$ cat config.mk
export PLATFORM = sky130hd
export DESIGN_NAME = cap_chain_seeker
export DESIGN_NICKNAME = d
export VERILOG_FILES = /design/src/rtl/cap_seek_pkg.sv /design/src/rtl/cap_seek_link_dec.sv /design/src/rtl/cap_seek_hop_ctr.sv /design/src/rtl/cap_seek_ctrl.sv /design/src/rtl/cap_chain_seeker.sv
export SDC_FILE = /design/constraint.sdc
export NUM_CORES = 1
export LEC_CHECK = 0
export BUFFER_PORTS_ARGS = -buffer_cell sky130_fd_sc_hd__clkbuf_2
export CORE_MARGIN = 2
export CORE_UTILIZATION = 60
export CTS_BUF_LIST = sky130_fd_sc_hd__clkbuf_2
export CTS_CLUSTER_DIAMETER = 120
export DETAILED_ROUTE_END_ITERATION = 12
export PLACE_DENSITY = 0.84
export REMOVE_ABC_BUFFERS = 1
export SLEW_MARGIN = 10
export SYNTH_ARGS = -nofsm -noshare
export SYNTH_HDL_FRONTEND = slang
export SYNTH_SLANG_ARGS = --single-unit
$ cat constraint.sdc
create_clock -name clk -period 4 [get_ports clk]
set_input_delay 0.2 -clock clk [delete_from_list [all_inputs] [get_ports clk]]
set_output_delay 0.2 -clock clk [all_outputs]
set_load 0.01 [all_outputs]
$ cat src/rtl/cap_seek_pkg.sv
package cap_seek_pkg;

  localparam int CFG_AW = 8;
  localparam int CFG_DW = 8;

  typedef enum logic [1:0] {
    ST_IDLE,
    ST_REQ,
    ST_WAIT,
    ST_DONE
  } seek_state_e;

  typedef enum logic [1:0] {
    PH_STATUS,
    PH_LINK,
    PH_ID
  } seek_phase_e;

  typedef enum logic [1:0] {
    LINK_END,
    LINK_BAD,
    LINK_GO
  } link_kind_e;

  // Sort a masked pointer into terminator, malformed, or followable.
  function automatic link_kind_e classify_link(input logic [CFG_AW-1:0] ptr,
                                               input logic [CFG_AW-1:0] floor_ptr);
    if (ptr == '0)
      return LINK_END;
    else if (ptr < floor_ptr)
      return LINK_BAD;
    else
      return LINK_GO;
  endfunction

  // Offset of the link byte inside the block that starts at blk.
  function automatic logic [CFG_AW-1:0] link_field_addr(input logic [CFG_AW-1:0] blk);
    return blk + CFG_AW'(1);
  endfunction

  // True when the block's ID byte is the one being searched for.
  function automatic logic id_hit(input logic [CFG_DW-1:0] id_byte,
                                  input logic [CFG_DW-1:0] want);
    return id_byte == want;
  endfunction

endpackage

$ cat src/rtl/cap_seek_link_dec.sv
module cap_seek_link_dec
  import cap_seek_pkg::*;
#(
  parameter int                RSVD_BITS = 2,
  parameter logic [CFG_AW-1:0] MIN_LINK  = 8'h40
) (
  input  logic [CFG_DW-1:0] raw_i,
  output logic [CFG_AW-1:0] ptr_o,
  output link_kind_e        kind_o
);

  logic [CFG_AW-1:0] keep;

  // Reserved low bits are dropped; the rest pass through.
  for (genvar gi = 0; gi < CFG_AW; gi++) begin : g_keep
    if (gi < RSVD_BITS) begin : g_rsvd
      assign keep[gi] = 1'b0;
    end else begin : g_pass
      assign keep[gi] = 1'b1;
    end
  end

  assign ptr_o  = raw_i & keep;
  assign kind_o = classify_link(ptr_o, MIN_LINK);

endmodule

$ cat src/rtl/cap_seek_hop_ctr.sv
module cap_seek_hop_ctr #(
  parameter int MAX_HOPS = 48,
  localparam int HOP_W = $clog2(MAX_HOPS + 1)
) (
  input  logic             clk,
  input  logic             rst_n,
  input  logic             clr_i,
  input  logic             inc_i,
  output logic             at_limit_o,
  output logic [HOP_W-1:0] count_o
);

  localparam logic [HOP_W-1:0] LIMIT = HOP_W'(MAX_HOPS);

  logic [HOP_W-1:0] cnt_q;

  always_ff @(posedge clk) begin
    if (!rst_n)
      cnt_q <= '0;
    else if (clr_i)
      cnt_q <= '0;
    else if (inc_i && (cnt_q != LIMIT))
      cnt_q <= cnt_q + HOP_W'(1);
  end

  assign at_limit_o = (cnt_q == LIMIT);
  assign count_o    = cnt_q;

endmodule

$ cat src/rtl/cap_seek_ctrl.sv
module cap_seek_ctrl
  import cap_seek_pkg::*;
#(
  parameter logic [CFG_AW-1:0] STAT_ADDR = 8'h06,
  parameter logic [CFG_AW-1:0] HEAD_ADDR = 8'h34,
  parameter int                LIST_BIT  = 4
) (
  input  logic              clk,
  input  logic              rst_n,
  input  logic              start_i,
  input  logic [CFG_DW-1:0] target_i,
  input  logic              rd_valid_i,
  input  logic [CFG_DW-1:0] rd_data_i,
  input  logic [CFG_AW-1:0] link_ptr_i,
  input  link_kind_e        link_kind_i,
  input  logic              hop_limit_i,
  output logic              rd_req_o,
  output logic [CFG_AW-1:0] rd_addr_o,
  output logic              done_o,
  output logic              found_o,
  output logic              err_o,
  output logic [CFG_AW-1:0] ofs_o,
  output logic              hop_clr_o,
  output logic              hop_inc_o,
  output logic              start_take_o
);

  seek_state_e       st_q, st_d;
  seek_phase_e       ph_q, ph_d;
  logic [CFG_AW-1:0] addr_q, addr_d;
  logic [CFG_AW-1:0] blk_q, blk_d;
  logic [CFG_DW-1:0] tgt_q, tgt_d;
  logic              found_q, err_q;
  logic [CFG_AW-1:0] ofs_q;

  logic fin, fin_found, fin_err;

  always_comb begin
    st_d      = st_q;
    ph_d      = ph_q;
    addr_d    = addr_q;
    blk_d     = blk_q;
    tgt_d     = tgt_q;
    fin       = 1'b0;
    fin_found = 1'b0;
    fin_err   = 1'b0;
    hop_clr_o = 1'b0;
    hop_inc_o = 1'b0;
    case (st_q)
      ST_IDLE: begin
        if (start_i) begin
          st_d      = ST_REQ;
          ph_d      = PH_STATUS;
          addr_d    = STAT_ADDR;
          tgt_d     = target_i;
          hop_clr_o = 1'b1;
        end
      end
      ST_REQ: st_d = ST_WAIT;
      ST_WAIT: begin
        if (rd_valid_i) begin
          st_d = ST_REQ;
          case (ph_q)
            PH_STATUS: begin
              if (rd_data_i[LIST_BIT]) begin
                ph_d   = PH_LINK;
                addr_d = HEAD_ADDR;
              end else begin
                fin = 1'b1;
              end
            end
            PH_LINK: begin
              case (link_kind_i)
                LINK_END: fin = 1'b1;
                LINK_BAD: begin
                  fin     = 1'b1;
                  fin_err = 1'b1;
                end
                default: begin
                  if (hop_limit_i) begin
                    fin     = 1'b1;
                    fin_err = 1'b1;
                  end else begin
                    hop_inc_o = 1'b1;
                    blk_d     = link_ptr_i;
                    addr_d    = link_ptr_i;
                    ph_d      = PH_ID;
                  end
                end
              endcase
            end
            default: begin
              if (id_hit(rd_data_i, tgt_q)) begin
                fin       = 1'b1;
                fin_found = 1'b1;
              end else begin
                addr_d = link_field_addr(blk_q);
                ph_d   = PH_LINK;
              end
            end
          endcase
          if (fin) st_d = ST_DONE;
        end
      end
      ST_DONE: st_d = ST_IDLE;
      default: st_d = ST_IDLE;
    endcase
  end

  always_ff @(posedge clk) begin
    if (!rst_n) begin
      st_q    <= ST_IDLE;
      ph_q    <= PH_STATUS;
      addr_q  <= '0;
      blk_q   <= '0;
      tgt_q   <= '0;
      found_q <= 1'b0;
      err_q   <= 1'b0;
      ofs_q   <= '0;
    end else begin
      st_q   <= st_d;
      ph_q   <= ph_d;
      addr_q <= addr_d;
      blk_q  <= blk_d;
      tgt_q  <= tgt_d;
      if (fin) begin
        found_q <= fin_found;
        err_q   <= fin_err;
        ofs_q   <= fin_found ? blk_q : '0;
      end
    end
  end

  assign start_take_o = (st_q == ST_IDLE) && start_i;
  assign rd_req_o     = (st_q == ST_REQ);
  assign rd_addr_o    = addr_q;
  assign done_o       = (st_q == ST_DONE);
  assign found_o      = found_q;
  assign err_o        = err_q;
  assign ofs_o        = ofs_q;

endmodule

$ cat src/rtl/cap_chain_seeker.sv
module cap_chain_seeker
  import cap_seek_pkg::*;
#(
  parameter int                MAX_HOPS  = 48,
  parameter int                RSVD_BITS = 2,
  parameter logic [CFG_AW-1:0] MIN_LINK  = 8'h40,
  parameter logic [CFG_AW-1:0] STAT_ADDR = 8'h06,
  parameter logic [CFG_AW-1:0] HEAD_ADDR = 8'h34,
  parameter int                LIST_BIT  = 4
) (
  input  logic       clk,
  input  logic       rst_n,
  input  logic       start_i,
  input  logic [7:0] target_id_i,
  output logic       rd_req_o,
  output logic [7:0] rd_addr_o,
  input  logic       rd_valid_i,
  input  logic [7:0] rd_data_i,
  output logic       done_o,
  output logic       found_o,
  output logic       err_o,
  output logic [7:0] match_ofs_o
);

  localparam int HOP_W = $clog2(MAX_HOPS + 1);

  // Internal events, brought out as named wires for the checker.
  logic [CFG_AW-1:0] link_ptr;
  link_kind_e        link_kind;
  logic              hop_clr, hop_inc, hop_limit;
  logic [HOP_W-1:0]  hop_cnt;
  logic              start_take;

  cap_seek_link_dec #(
    .RSVD_BITS (RSVD_BITS),
    .MIN_LINK  (MIN_LINK)
  ) u_dec (
    .raw_i  (rd_data_i),
    .ptr_o  (link_ptr),
    .kind_o (link_kind)
  );

  cap_seek_hop_ctr #(
    .MAX_HOPS (MAX_HOPS)
  ) u_hops (
    .clk        (clk),
    .rst_n      (rst_n),
    .clr_i      (hop_clr),
    .inc_i      (hop_inc),
    .at_limit_o (hop_limit),
    .count_o    (hop_cnt)
  );

  cap_seek_ctrl #(
    .STAT_ADDR (STAT_ADDR),
    .HEAD_ADDR (HEAD_ADDR),
    .LIST_BIT  (LIST_BIT)
  ) u_ctrl (
    .clk          (clk),
    .rst_n        (rst_n),
    .start_i      (start_i),
    .target_i     (target_id_i),
    .rd_valid_i   (rd_valid_i),
    .rd_data_i    (rd_data_i),
    .link_ptr_i   (link_ptr),
    .link_kind_i  (link_kind),
    .hop_limit_i  (hop_limit),
    .rd_req_o     (rd_req_o),
    .rd_addr_o    (rd_addr_o),
    .done_o       (done_o),
    .found_o      (found_o),
    .err_o        (err_o),
    .ofs_o        (match_ofs_o),
    .hop_clr_o    (hop_clr),
    .hop_inc_o    (hop_inc),
    .start_take_o (start_take)
  );

endmodule

==> qor.csv, run 1 <==
stage,metric,value,unit
finish,post-route-util,70.13,%
flow_run,maxCapViolations,0,
global_route,grt_pass1_vias,1602,
pwr,p_leak,0.9164,nW
critical_path,arrival,2.46,ns
critical_path,slowest_delay,0.60,ns
synth,synth_top_cell_by_area,dfxtp_1,
floorplan,io_pins,40,
synth,synth_top_area_share,39.80,%
synth,yosys_warnings,0,
floorplan,core-area,3284,um^2
synth,syn_area_per_cell,8.824,um^2
finish,stdcell_count,313,
floorplan,die_w,61.91,um
pwr,vdd_drop_max,163.5,uV
sta,finalCriticalPeriod,2.121,ns
global_route,grt_max_degree,32,
worst_hold_path,holdPathEnd,u_ctrl.blk_q[2],
finish,diodes,0,
cts,cts_buffer_depth,2,
drt,via_per_inst,5.658,
sta,skew,0.01983,ns
drt,drt_iter0_drc,189,
critical_path,worst-path-buf-inv,0,
cts,clkLatencyLatePin,0.41,ns
critical_path,path_depth,4,
worst_hold_path,min_path_type,input port to register,
worst_hold_path,min_from,rd_data_i[2],
placed_design,routabilityCongestion,0.8206,
global_route,grt_use_total,25.68,%
critical_path,critPathKind,register to register,
floorplan,die-area,3832,um^2
drt,totalWireLength,4316,um
cts,cts_setup_buffers,0,
drt,drc,0,
placed_design,port_buffers,37,
cts,cts_root_buffer,clkbuf_2,
critical_path,rr_worst_depth,4,
placed_design,dp_cells,297,
critical_path,cp_cell_sequence,and4bb_4 > o2111ai_4 > or3_1 > a21oi_1,
synth,yosys-top-cells-area,"dfxtp_1 (40%), mux2i_1 (5.5%), a21oi_1 (4.2%), nand2_1 (3.7%), xor2_1 (3.5%)",
finish,finalNetCount,288,
placed_design,dp_hpwl,3094,um
cts,clk_pin_slew,0.20,ns
floorplan,num_rows,21,
synth,synthCells,228,
sta,final_max_slew_viol_count,0,
sta,fmax,471.6,MHz
synth,ys_types,48,
critical_path,required,4.34,ns
synth,ys_seq_area_share,39.80,%
finish,drive_gt1_share,23.22,%
cts,cts_buffers,5,
synth,ys_ff_latch,40,
cts,clock-sinks,40,
critical_path,r2r-start,u_ctrl.ph_q[1],
synth,async_flop_share,0,%
sta,hold_violations,0,
drt,firstDrtPassIters,4,
drt,wl_per_cell,13.79,um
drt,drtAntennaViolNets,0,
critical_path,timing.rr.end,u_hops.count_o[3],
critical_path,reg2reg_slack,1.88,ns
worst_hold_path,min_path_cells,3,
sta,rsz0062_at_grt,no,
cts,htreeDepth,2,
critical_path,end_kind,register,
sta,setup_viol,0,
pwr,powerDensity,310.3,nW/um^2
drt,vias,1771,
cts,cts_tree,done,
synth,synth-edff-count,0,
critical_path,critPathTopFamily,simple AND/OR/NAND/NOR gates,
synth,synth_flop_cell,dfxtp_1,
sta,setup_tns,0,ns
global_route,grt_pass1_wl,7155,um
synth,netlist_area,2012,um^2
sta,worstMarginPinSlew,0.7604,ns
sta,finalCritPeriodShare,53.01,%
status,outcome,"finished, final reports clean",
critical_path,crit_fanout,25,
global_route,overflow,0,
floorplan,start_util,61.26,%
critical_path,crit_slowest_cell,dfxtp_1,
floorplan,die_h,61.91,um
finish,area_delta_synth_final,14.49,%
sta,relSlewSlack,49.24,%
global_route,antenna_found_initial,0,
critical_path,critPathLaunchType,register,
-- cells in the mapped netlist (2+ instances only) --
cell	number
a211oi_1	3
a21oi_1	17
a22oi_1	3
and2_1	2
buf_2	2
buf_4	4
clkbuf_1	8
dfxtp_1	40
ha_1	2
inv_1	8
mux2i_1	11
nand2_1	20
nand2b_1	2
nand3_1	11
nand4_1	10
nor2_1	17
nor2b_1	5
nor3_1	2
nor4_2	3
o211ai_1	5
o211ai_2	2
o21ai_0	13
or3_1	3
xnor2_1	4
xor2_1	8
-- worst max path at each step --
| stage | startpoint | end | slack (ns) |
|---|---|---|---|
| 3_3_place_gp | u_ctrl.st_q[0] | u_ctrl.found_o | 1.96 |
| 5_1_grt | u_ctrl.st_q[0] | u_ctrl.err_o | 1.67 |
| 3_5_place_dp | u_ctrl.st_q[0] | u_ctrl.found_o | 1.91 |
| 2_1_floorplan | u_ctrl.ph_q[1] | u_hops.count_o[5] | 2.18 |
| 6_report | u_ctrl.ph_q[1] | u_hops.count_o[3] | 1.88 |
| 4_1_cts | u_ctrl.st_q[0] | u_ctrl.err_o | 1.90 |
-- logic make-up (layout without fill, tap and decap cells) --
group | after synthesis | in the layout | share of synthesized area, %
other | 1 | 2 | 0.1864
buffers and inverters | 23 | 61 | 5.162
xor gates and xnor gates | 12 | 12 | 5.224
and+or+nand+nor | 82 | 82 | 22.51
AOI/OAI and AO/OA | 57 | 57 | 20.40
adders and majority gates | 2 | 2 | 1.244
muxes | 11 | 11 | 5.473
DFF | 40 | 40 | 39.80
-- routing by layer --
layer / vias to the layer above / wire [um] / global-route usage [%]
met5: - / 0 / 0
met4: 0 / 51 / 10.03
met3: 5 / 259 / 7.246
met2: 63 / 2041 / 40.45
met1: 814 / 1963 / 33.38
li1: 889 / - / -
-- power by group --
| part | internal [W] | leakage (nW) | switching [W] |
|---|---|---|---|
| Combinational | 0.0000496 | 0.561 | 0.0000685 |
| Clock | 0.0000391 | 0.0302 | 0.000128 |
| Sequential | 0.000416 | 0.325 | 0.0000139 |
| Total | 0.000504 | 0.916 | 0.000210 |
-- worst register-to-register path, cell delays in order (launching register included) --
cell       delay (ns)
dfxtp_1          0.60
and4bb_4         0.54
o2111ai_4        0.33
or3_1            0.45
a21oi_1          0.14
-- layout by cell type (no fill, tap or decap), types with 2 or more instances in the layout --
cell / instances
o21ai_0: 13
nor4_2: 3
a211oi_1: 3
nand2_1: 20
nor3_1: 2
dlygate4sd3_1: 8
inv_1: 8
ha_1: 2
conb_1: 2
nor2_1: 17
and2_1: 2
clkbuf_2: 42
xnor2_1: 4
a21oi_1: 17
xor2_1: 8
o211ai_1: 5
nand2b_1: 2
nand4_1: 10
clkinv_2: 2
nand3_1: 11
or3_1: 3
nor2b_1: 5
o211ai_2: 2
dfxtp_1: 40
mux2i_1: 11
a22oi_1: 3
-- layout make-up --
class | instances | area, um^2
timing repair buffer | 45 | 265.3
inverter | 8 | 30.03
sequential | 40 | 800.8
fill | 283 | 980.9
tap | 46 | 57.56
clock buffer | 5 | 25.02
clock inverter | 3 | 13.76
multi-input combinational | 166 | 1111
-- timing repair --
action                    4_1_cts  5_1_grt
hold endpoints to repair        8        0
hold buffers                    8        0
gates resized for setup         0        0
-- through the flow --
step	instance area (um^2)	hold WS, ns	total power [W]	setup WS, ns
after global placement	2185	0.4253	0.0005456	1.962
after CTS	2303	0.07571	0.0007194	1.897
after global routing	2303	0.08080	0.0007534	1.668
after floorplan	1942	0.3114	0.0005053	2.182
after detailed placement	2185	0.4298	0.0005493	1.909
final	2303	0.1007	0.0007148	1.879
-- registers in the layout, indices dropped and copies added, names as in the netlist --
signal            cells
u_ctrl.rd_addr_o      8
u_ctrl.tgt_q          8
u_ctrl.blk_q          6
u_ctrl.ofs_o          6
u_hops.count_o        6
u_ctrl.ph_q           2
u_ctrl.st_q           2
u_ctrl.err_o          1
u_ctrl.found_o        1
Note: power is estimated with default switching activity, not from simulation.
==> run 2, diff against run 1 <==
--- a/config.mk
+++ b/config.mk
@@ -5,13 +5,14 @@
 export SDC_FILE = /design/constraint.sdc
 export NUM_CORES = 1
 export LEC_CHECK = 0
+export ABC_AREA = 1
 export BUFFER_PORTS_ARGS = -buffer_cell sky130_fd_sc_hd__clkbuf_2
 export CORE_MARGIN = 2
-export CORE_UTILIZATION = 60
+export CORE_UTILIZATION = 51
 export CTS_BUF_LIST = sky130_fd_sc_hd__clkbuf_2
 export CTS_CLUSTER_DIAMETER = 120
 export DETAILED_ROUTE_END_ITERATION = 12
-export PLACE_DENSITY = 0.84
+export PLACE_DENSITY = 0.76
 export REMOVE_ABC_BUFFERS = 1
 export SLEW_MARGIN = 10
 export SYNTH_ARGS = -nofsm -noshare
==> constraint.sdc (replaced) <==
create_clock -name clk -period 1.8 [get_ports clk]
set_input_delay 0.09 -clock clk [delete_from_list [all_inputs] [get_ports clk]]
set_output_delay 0.09 -clock clk [all_outputs]
set_load 0.01 [all_outputs]
==> run 2 against run 1 <==
  * Clock skew up 0.0084 ns
  * Flip-flop and latch count unchanged
  * Utilization down 3.0 points
  * Critical endpoint unchanged
  * Highest routed layer unchanged
==> qor.csv, run 2 <==
stage,metric,value,unit,change
cts,cts_root_buffer,clkbuf_2,,
pwr,powerDensity,718.5,nW/um^2,+130%
finish,final_common_cell,nand2_1,,
flow_run,maxCapViolations,0,,unchanged
finish,finalNetCount,386,,+34%
finish,post-route-util,67.18,%,-3.0 points
floorplan,start_util,54.55,%,-6.7 points
drt,drc,0,,unchanged
global_route,grt_use_met2,38.61,%,-1.8 points
finish,layout_common_cells,"nand2_1 (82), inv_1 (48), clkbuf_2 (44)",,
sta,skew,0.02819,ns,+0.008360 ns
drt,drt_iter0_drc,105,,-44%
finish,num-fill-cells,350,,+24%
floorplan,num_rows,22,,+4.8%
global_route,grtUsageMet1,26.87,%,-6.5 points
floorplan,die-area,4526,um^2,+18%
status,outcome,"finished, final reports clean",,
placed_design,dp_hpwl,3281,um,+6.0%
sta,final_max_slew_viol_count,0,,unchanged
drt,totalWireLength,4556,um,+5.6%
synth,yosys_warnings,0,,unchanged
sta,finalCriticalPeriod,1.671,ns,-0.4492 ns
cts,htreeDepth,2,,unchanged
critical_path,rr_worst_depth,8,,+4
synth,async_flop_share,0,%,unchanged
global_route,overflow,0,,unchanged
synth,syn_area_per_cell,6.695,um^2,-24%
drt,wl_per_cell,11.03,um,-20%
sta,finalCritPeriodShare,92.85,%,+40 points
critical_path,end_kind,register,,
global_route,antenna_found_initial,0,,unchanged
sta,setup_tns,0,ns,unchanged
global_route,grt_use_total,22.40,%,-3.3 points
sta,setup_viol,0,,unchanged
synth,ys_seq_area_share,39.22,%,-0.59 points
worst_hold_path,min_path_cells,3,,unchanged
synth,ys_types,30,,-38%
global_route,gr-usage-met3,4.333,%,-2.9 points
drt,vias,2018,,+14%
cts,cts_tree,done,,
global_route,grt_pass1_vias,1823,,+14%
synth,synth_common_cells,"nand2_1 (83), inv_1 (49), dfxtp_1 (40)",,
critical_path,required,2.14,ns,-2.20 ns
synth,synth_top_cell_by_area,dfxtp_1,,
sta,fmax,598.3,MHz,+27%
drt,drtAntennaViolNets,0,,unchanged
synth,netlist_area,2042,um^2,+1.5%
finish,diodes,0,,unchanged
finish,drive_gt1_share,20.27,%,-2.9 points
cts,cts_buffer_depth,2,,unchanged
drt,via_per_inst,4.886,,-14%
floorplan,die_w,67.28,um,+8.7%
global_route,grt_most_used_layer,met2,,
pwr,p_leak,1.216,nW,+33%
cts,clk_pin_slew,0.20,ns,about the same
synth,synth_top_area_share,39.22,%,-0.59 points
cts,clkLatencyLatePin,0.40,ns,about the same
critical_path,critPathLaunchType,register,,
global_route,grt_max_degree,25,,-22%
sta,hold_violations,0,,unchanged
floorplan,io_pins,40,,unchanged
floorplan,die_h,67.28,um,+8.7%
finish,area_delta_synth_final,23.16,%,
sta,rsz0062_at_grt,yes,,
drt,firstDrtPassIters,5,,+1
worst_hold_path,min_path_type,input port to register,,
placed_design,post-place-ws,0.08156,ns,-1.827 ns
floorplan,core-area,3744,um^2,+14%
pwr,vdd_drop_max,516.2,uV,+220%
critical_path,arrival,2.01,ns,-0.45 ns
synth,synth-edff-count,0,,unchanged
cts,clock-sinks,40,,unchanged
placed_design,port_buffers,37,,unchanged
global_route,grt_pass1_wl,7679,um,+7.3%
pwr,p_total,0.001807,W,+150%
sta,layout_setup_ws,0.1287,ns,-1.751 ns
synth,synthCells,305,,+34%
synth,ys_ff_latch,40,,unchanged
critical_path,critPathKind,register to register,,
critical_path,crit_fanout,6,,-76%
synth,yosys-top-cells-area,"dfxtp_1 (39%), nand2_1 (15%), inv_1 (9.0%), a21oi_1 (7.6%), nor2_1 (4.0%)",,
placed_design,routabilityCongestion,0.8819,,+7.5%
synth,yosysMostFrequentCell,nand2_1,,
cts,cts_buffers,5,,unchanged
synth,synth_flop_cell,dfxtp_1,,
[run 2: worst paths after layout]
path / startpoint / end / slack (ns)
setup / recovery: u_hops.count_o[1] / u_hops.count_o[3] / 0.13
hold / removal: rd_data_i[5] / u_ctrl.blk_q[5] / 0.02
setup reg to reg: u_hops.count_o[1] / u_hops.count_o[3] / 0.13
hold reg to reg: u_ctrl.ofs_o[7] / u_ctrl.ofs_o[7] / 0.48
[run 2: cells by family (layout without fill, tap and decap cells)]
kind of cell | after synthesis | after routing | share of synthesized area, %
flops | 40 | 40 | 39.22
other cells | 1 | 2 | 0.1836
xor+xnor | 2 | 2 | 0.8580
fa+ha+maj | 2 | 2 | 1.225
buf+inv | 66 | 125 | 12.75
compound gates | 56 | 56 | 15.26
simple gates | 138 | 138 | 30.52
[run 2: what timing repair did]
item / CTS / global route
buffers inserted: 0 / 5
hold buffers: 13 / 0
endpoints found under the hold margin: 13 / 0
setup endpoints to repair: 0 / 21
gates resized for setup: 0 / 8
[run 2: per-stage QoR]
| step | instance area (um^2) | hold WS, ns | instances |
|---|---|---|---|
| after global placement | 2282 | 0.3663 | 387 |
| after floorplan | 1999 | 0.2113 | 297 |
| after CTS | 2451 | 0.01135 | 408 |
| after global routing | 2515 | 0.04118 | 413 |
| final | 2515 | 0.01947 | 413 |
| after detailed placement | 2282 | 0.3732 | 387 |
[run 2: layout make-up]
class / instances / area (um^2) / area share [%]
clock inverters: 1 / 3.754 / 0.1493
repair buffers: 60 / 397.9 / 15.82
multi-input cells: 200 / 1002 / 39.85
clock buffers: 7 / 35.03 / 1.393
inverters: 57 / 214.0 / 8.507
well taps: 48 / 60.06 / 2.388
flip-flops and latches: 40 / 802.0 / 31.89
[run 2: per-layer routing]
| layer | wire (um) | vias up |
|---|---|---|
| met5 | 0 | - |
| met4 | 101 | 0 |
| met3 | 228 | 11 |
| met2 | 2190 | 56 |
| met1 | 2036 | 872 |
| li1 | - | 1079 |
[run 2: worst max-delay path, cell delays in order, from the launching register on]
cell and delay, ns:
dfxtp_1 0.39, inv_1 0.07, ha_2 0.17, nand4_1 0.12
nand2_2 0.12, nor3_4 0.33, buf_6 0.17, a21oi_1 0.06
nor3b_1 0.20
[run 2: power by group]
part	internal, W	total, W	switching, W
Combinational	0.000178	0.000443	0.000266
Clock	0.000104	0.000382	0.000278
Sequential	0.000944	0.000981	0.0000375
Total	0.00123	0.00181	0.000582
==> run 3, diff against run 2 <==
--- a/config.mk
+++ b/config.mk
@@ -7,12 +7,13 @@
 export LEC_CHECK = 0
 export ABC_AREA = 1
 export BUFFER_PORTS_ARGS = -buffer_cell sky130_fd_sc_hd__clkbuf_2
+export CAP_MARGIN = 0
 export CORE_MARGIN = 2
-export CORE_UTILIZATION = 51
+export CORE_UTILIZATION = 57
 export CTS_BUF_LIST = sky130_fd_sc_hd__clkbuf_2
 export CTS_CLUSTER_DIAMETER = 120
 export DETAILED_ROUTE_END_ITERATION = 12
-export PLACE_DENSITY = 0.76
+export PLACE_DENSITY = 0.8
 export REMOVE_ABC_BUFFERS = 1
 export SLEW_MARGIN = 10
 export SYNTH_ARGS = -nofsm -noshare
==> constraint.sdc (replaced) <==
create_clock -name clk -period 1.7 [get_ports clk]
set_input_delay 0.085 -clock clk [delete_from_list [all_inputs] [get_ports clk]]
set_output_delay 0.085 -clock clk [all_outputs]
set_load 0.01 [all_outputs]
==> run 3 against run 2 <==
  * Clock-buffer cell count did not move
  * Die area is 9.9% lower
  * Utilization up 8.5 points
  * Largest power group unchanged
  * Sequential share of layout area is 0.43 points lower
  * Design area increased by 2.0%
  * Largest cell class unchanged
  * Register-to-register slack got worse by 0.04 ns
==> qor.csv, run 3 (synthesized netlist as in run 2, its figures left out) <==
stage,metric,value,unit,change
critical_path,end_kind,register,,
critical_path,critPathLaunchType,register,,
drt,drt_iter0_drc,141,,+34%
placed_design,post-place-ws,0.01951,ns,-0.06205 ns
cts,cts_tree,done,,
pwr,p_leak,1.240,nW,+2.0%
global_route,grt_max_degree,24,,-4.0%
global_route,grt_pass1_wl,8093,um,+5.4%
floorplan,die-area,4077,um^2,-9.9%
sta,fmax,620.4,MHz,+3.7%
sta,final_max_slew_viol_count,0,,unchanged
drt,drc,0,,unchanged
placed_design,port_buffers,37,,unchanged
floorplan,io_pins,40,,unchanged
floorplan,core-area,3390,um^2,-9.5%
pwr,p_total,0.001959,W,+8.4%
global_route,overflow,0,,unchanged
floorplan,die_w,63.86,um,-5.1%
sta,layout_setup_ws,0.08809,ns,-0.04057 ns
pwr,vdd_drop_max,573.3,uV,+11%
cts,clk_pin_slew,0.19,ns,about the same
finish,drive_gt1_share,22.49,%,+2.2 points
drt,firstDrtPassIters,5,,unchanged
status,outcome,"finished, final reports clean",,
critical_path,critPathTopFamily,buffers and inverters,,
floorplan,die_h,63.86,um,-5.1%
flow_run,maxCapViolations,0,,unchanged
cts,cts_buffers,5,,unchanged
drt,totalWireLength,4843,um,+6.3%
critical_path,slowest_delay,0.37,ns,-0.02 ns
critical_path,crit_slowest_cell,dfxtp_2,,
drt,vias,2117,,+4.9%
placed_design,routabilityCongestion,0.8680,,-1.6%
critical_path,required,2.04,ns,-0.10 ns
finish,finalNetCount,390,,+1.0%
finish,layout_common_cells,"nand2_1 (82), inv_1 (48), clkbuf_2 (44)",,
critical_path,critPathKind,register to register,,
cts,clock-sinks,40,,unchanged
finish,final_common_cell,nand2_1,,
global_route,grt_use_total,25.20,%,+2.8 points
floorplan,start_util,60.24,%,+5.7 points
critical_path,cp_cell_sequence,inv_2 > nor2_8 > buf_4 > buf_4 > nand2_1 > inv_1 > a22oi_1 > nand4_1 > nand2_1 > nor2_1,,
sta,finalCriticalPeriod,1.612,ns,-0.05943 ns
critical_path,worst-path-buf-inv,4,,+2
drt,via_per_inst,5.101,,+4.4%
floorplan,num_rows,21,,-4.5%
finish,post-route-util,75.67,%,+8.5 points
finish,area_delta_synth_final,25.61,%,
sta,finalCritPeriodShare,94.82,%,+2.0 points
drt,drtAntennaViolNets,0,,unchanged
worst_hold_path,min_path_type,input port to register,,
cts,cts_root_buffer,clkbuf_2,,
cts,htreeDepth,2,,unchanged
cts,clkLatencyLatePin,0.41,ns,about the same
critical_path,crit_fanout,4,,-2
pwr,powerDensity,763.8,nW/um^2,+6.3%
critical_path,arrival,1.95,ns,-0.06 ns
sta,setup_viol,0,,unchanged
global_route,grt_pass1_vias,1955,,+7.2%
sta,hold_violations,0,,unchanged
cts,cts_buffer_depth,2,,unchanged
global_route,antenna_found_initial,0,,unchanged
finish,diodes,0,,unchanged
placed_design,dp_hpwl,3359,um,+2.4%
drt,wl_per_cell,11.67,um,+5.8%
sta,skew,0.007532,ns,-0.02065 ns
==> run 3: changes by cell type in the layout (fill, tap and decap cells not counted), sizes merged <==
cell,before,now
buf,10,12
dlygate4sd3,13,14
nand3,15,16
==> run 3: layer usage <==
| layer | vias to the layer above | wire, um | GRT usage (%) |
|---|---|---|---|
| met5 | - | 0 | 0 |
| met4 | 0 | 99 | 11.14 |
| met3 | 11 | 257 | 4.225 |
| met2 | 68 | 2384 | 45.31 |
| met1 | 948 | 2101 | 29.03 |
| li1 | 1090 | - | - |
==> run 3: per-stage QoR <==
stage	hold slack (ns)	instance area, um^2	setup TNS, ns	std cells
6_report	0.02312	2565	0	415
5_1_grt	-0.005651	2565	-0.004021	415
4_1_cts	0.009637	2481	0	410
3_5_place_dp	0.3712	2280	0	385
3_3_place_gp	0.3600	2280	0	385
2_1_floorplan	0.2063	1999	0	297
==> run 3: worst reg2reg max path: cells and delay by family (launching register included) <==
family / cells / cell delay (ns)
buf+inv: 4 / 0.48
simple gates: 5 / 0.43
flops: 1 / 0.37
compound gates: 1 / 0.26
==> run 3: final timing paths <==
path | from | slack, ns | to | depth (start not counted)
max | u_ctrl.st_q[1] | 0.09 | u_ctrl.rd_addr_o[7] | 10
min reg2reg | u_ctrl.ofs_o[5] | 0.48 | u_ctrl.ofs_o[5] | 2
max reg2reg | u_ctrl.st_q[1] | 0.09 | u_ctrl.rd_addr_o[7] | 10
min | rd_data_i[5] | 0.02 | u_ctrl.blk_q[5] | 3
==> run 3: timing repair <==
action / 4_1_cts / 5_1_grt
resized for setup: 0 / 15
gates cloned: 0 / 1
hold buffers: 14 / 0
setup buffers: 3 / 4
hold endpoints to repair: 13 / 0
setup endpoints to repair: 5 / 23
pin swaps: 1 / 6
==> run 3: cell type report <==
| class | count | area (um^2) |
|---|---|---|
| fill | 280 | 824.5 |
| clock inverter | 1 | 3.754 |
| multi-input combinational | 201 | 1025 |
| sequential | 40 | 807.0 |
| timing repair buffer | 63 | 422.9 |
| tap | 46 | 57.56 |
| inverter | 57 | 214.0 |
| clock buffer | 7 | 35.03 |
==> run 3: power by group <==
| group | leakage (nW) | total [W] | internal [W] | switching [W] |
|---|---|---|---|---|
| combinational | 0.881 | 0.000505 | 0.000202 | 0.000303 |
| clock | 0.0306 | 0.000412 | 0.000110 | 0.000302 |
| sequential | 0.329 | 0.00104 | 0.00100 | 0.0000411 |
| total | 1.24 | 0.00196 | 0.00131 | 0.000646 |
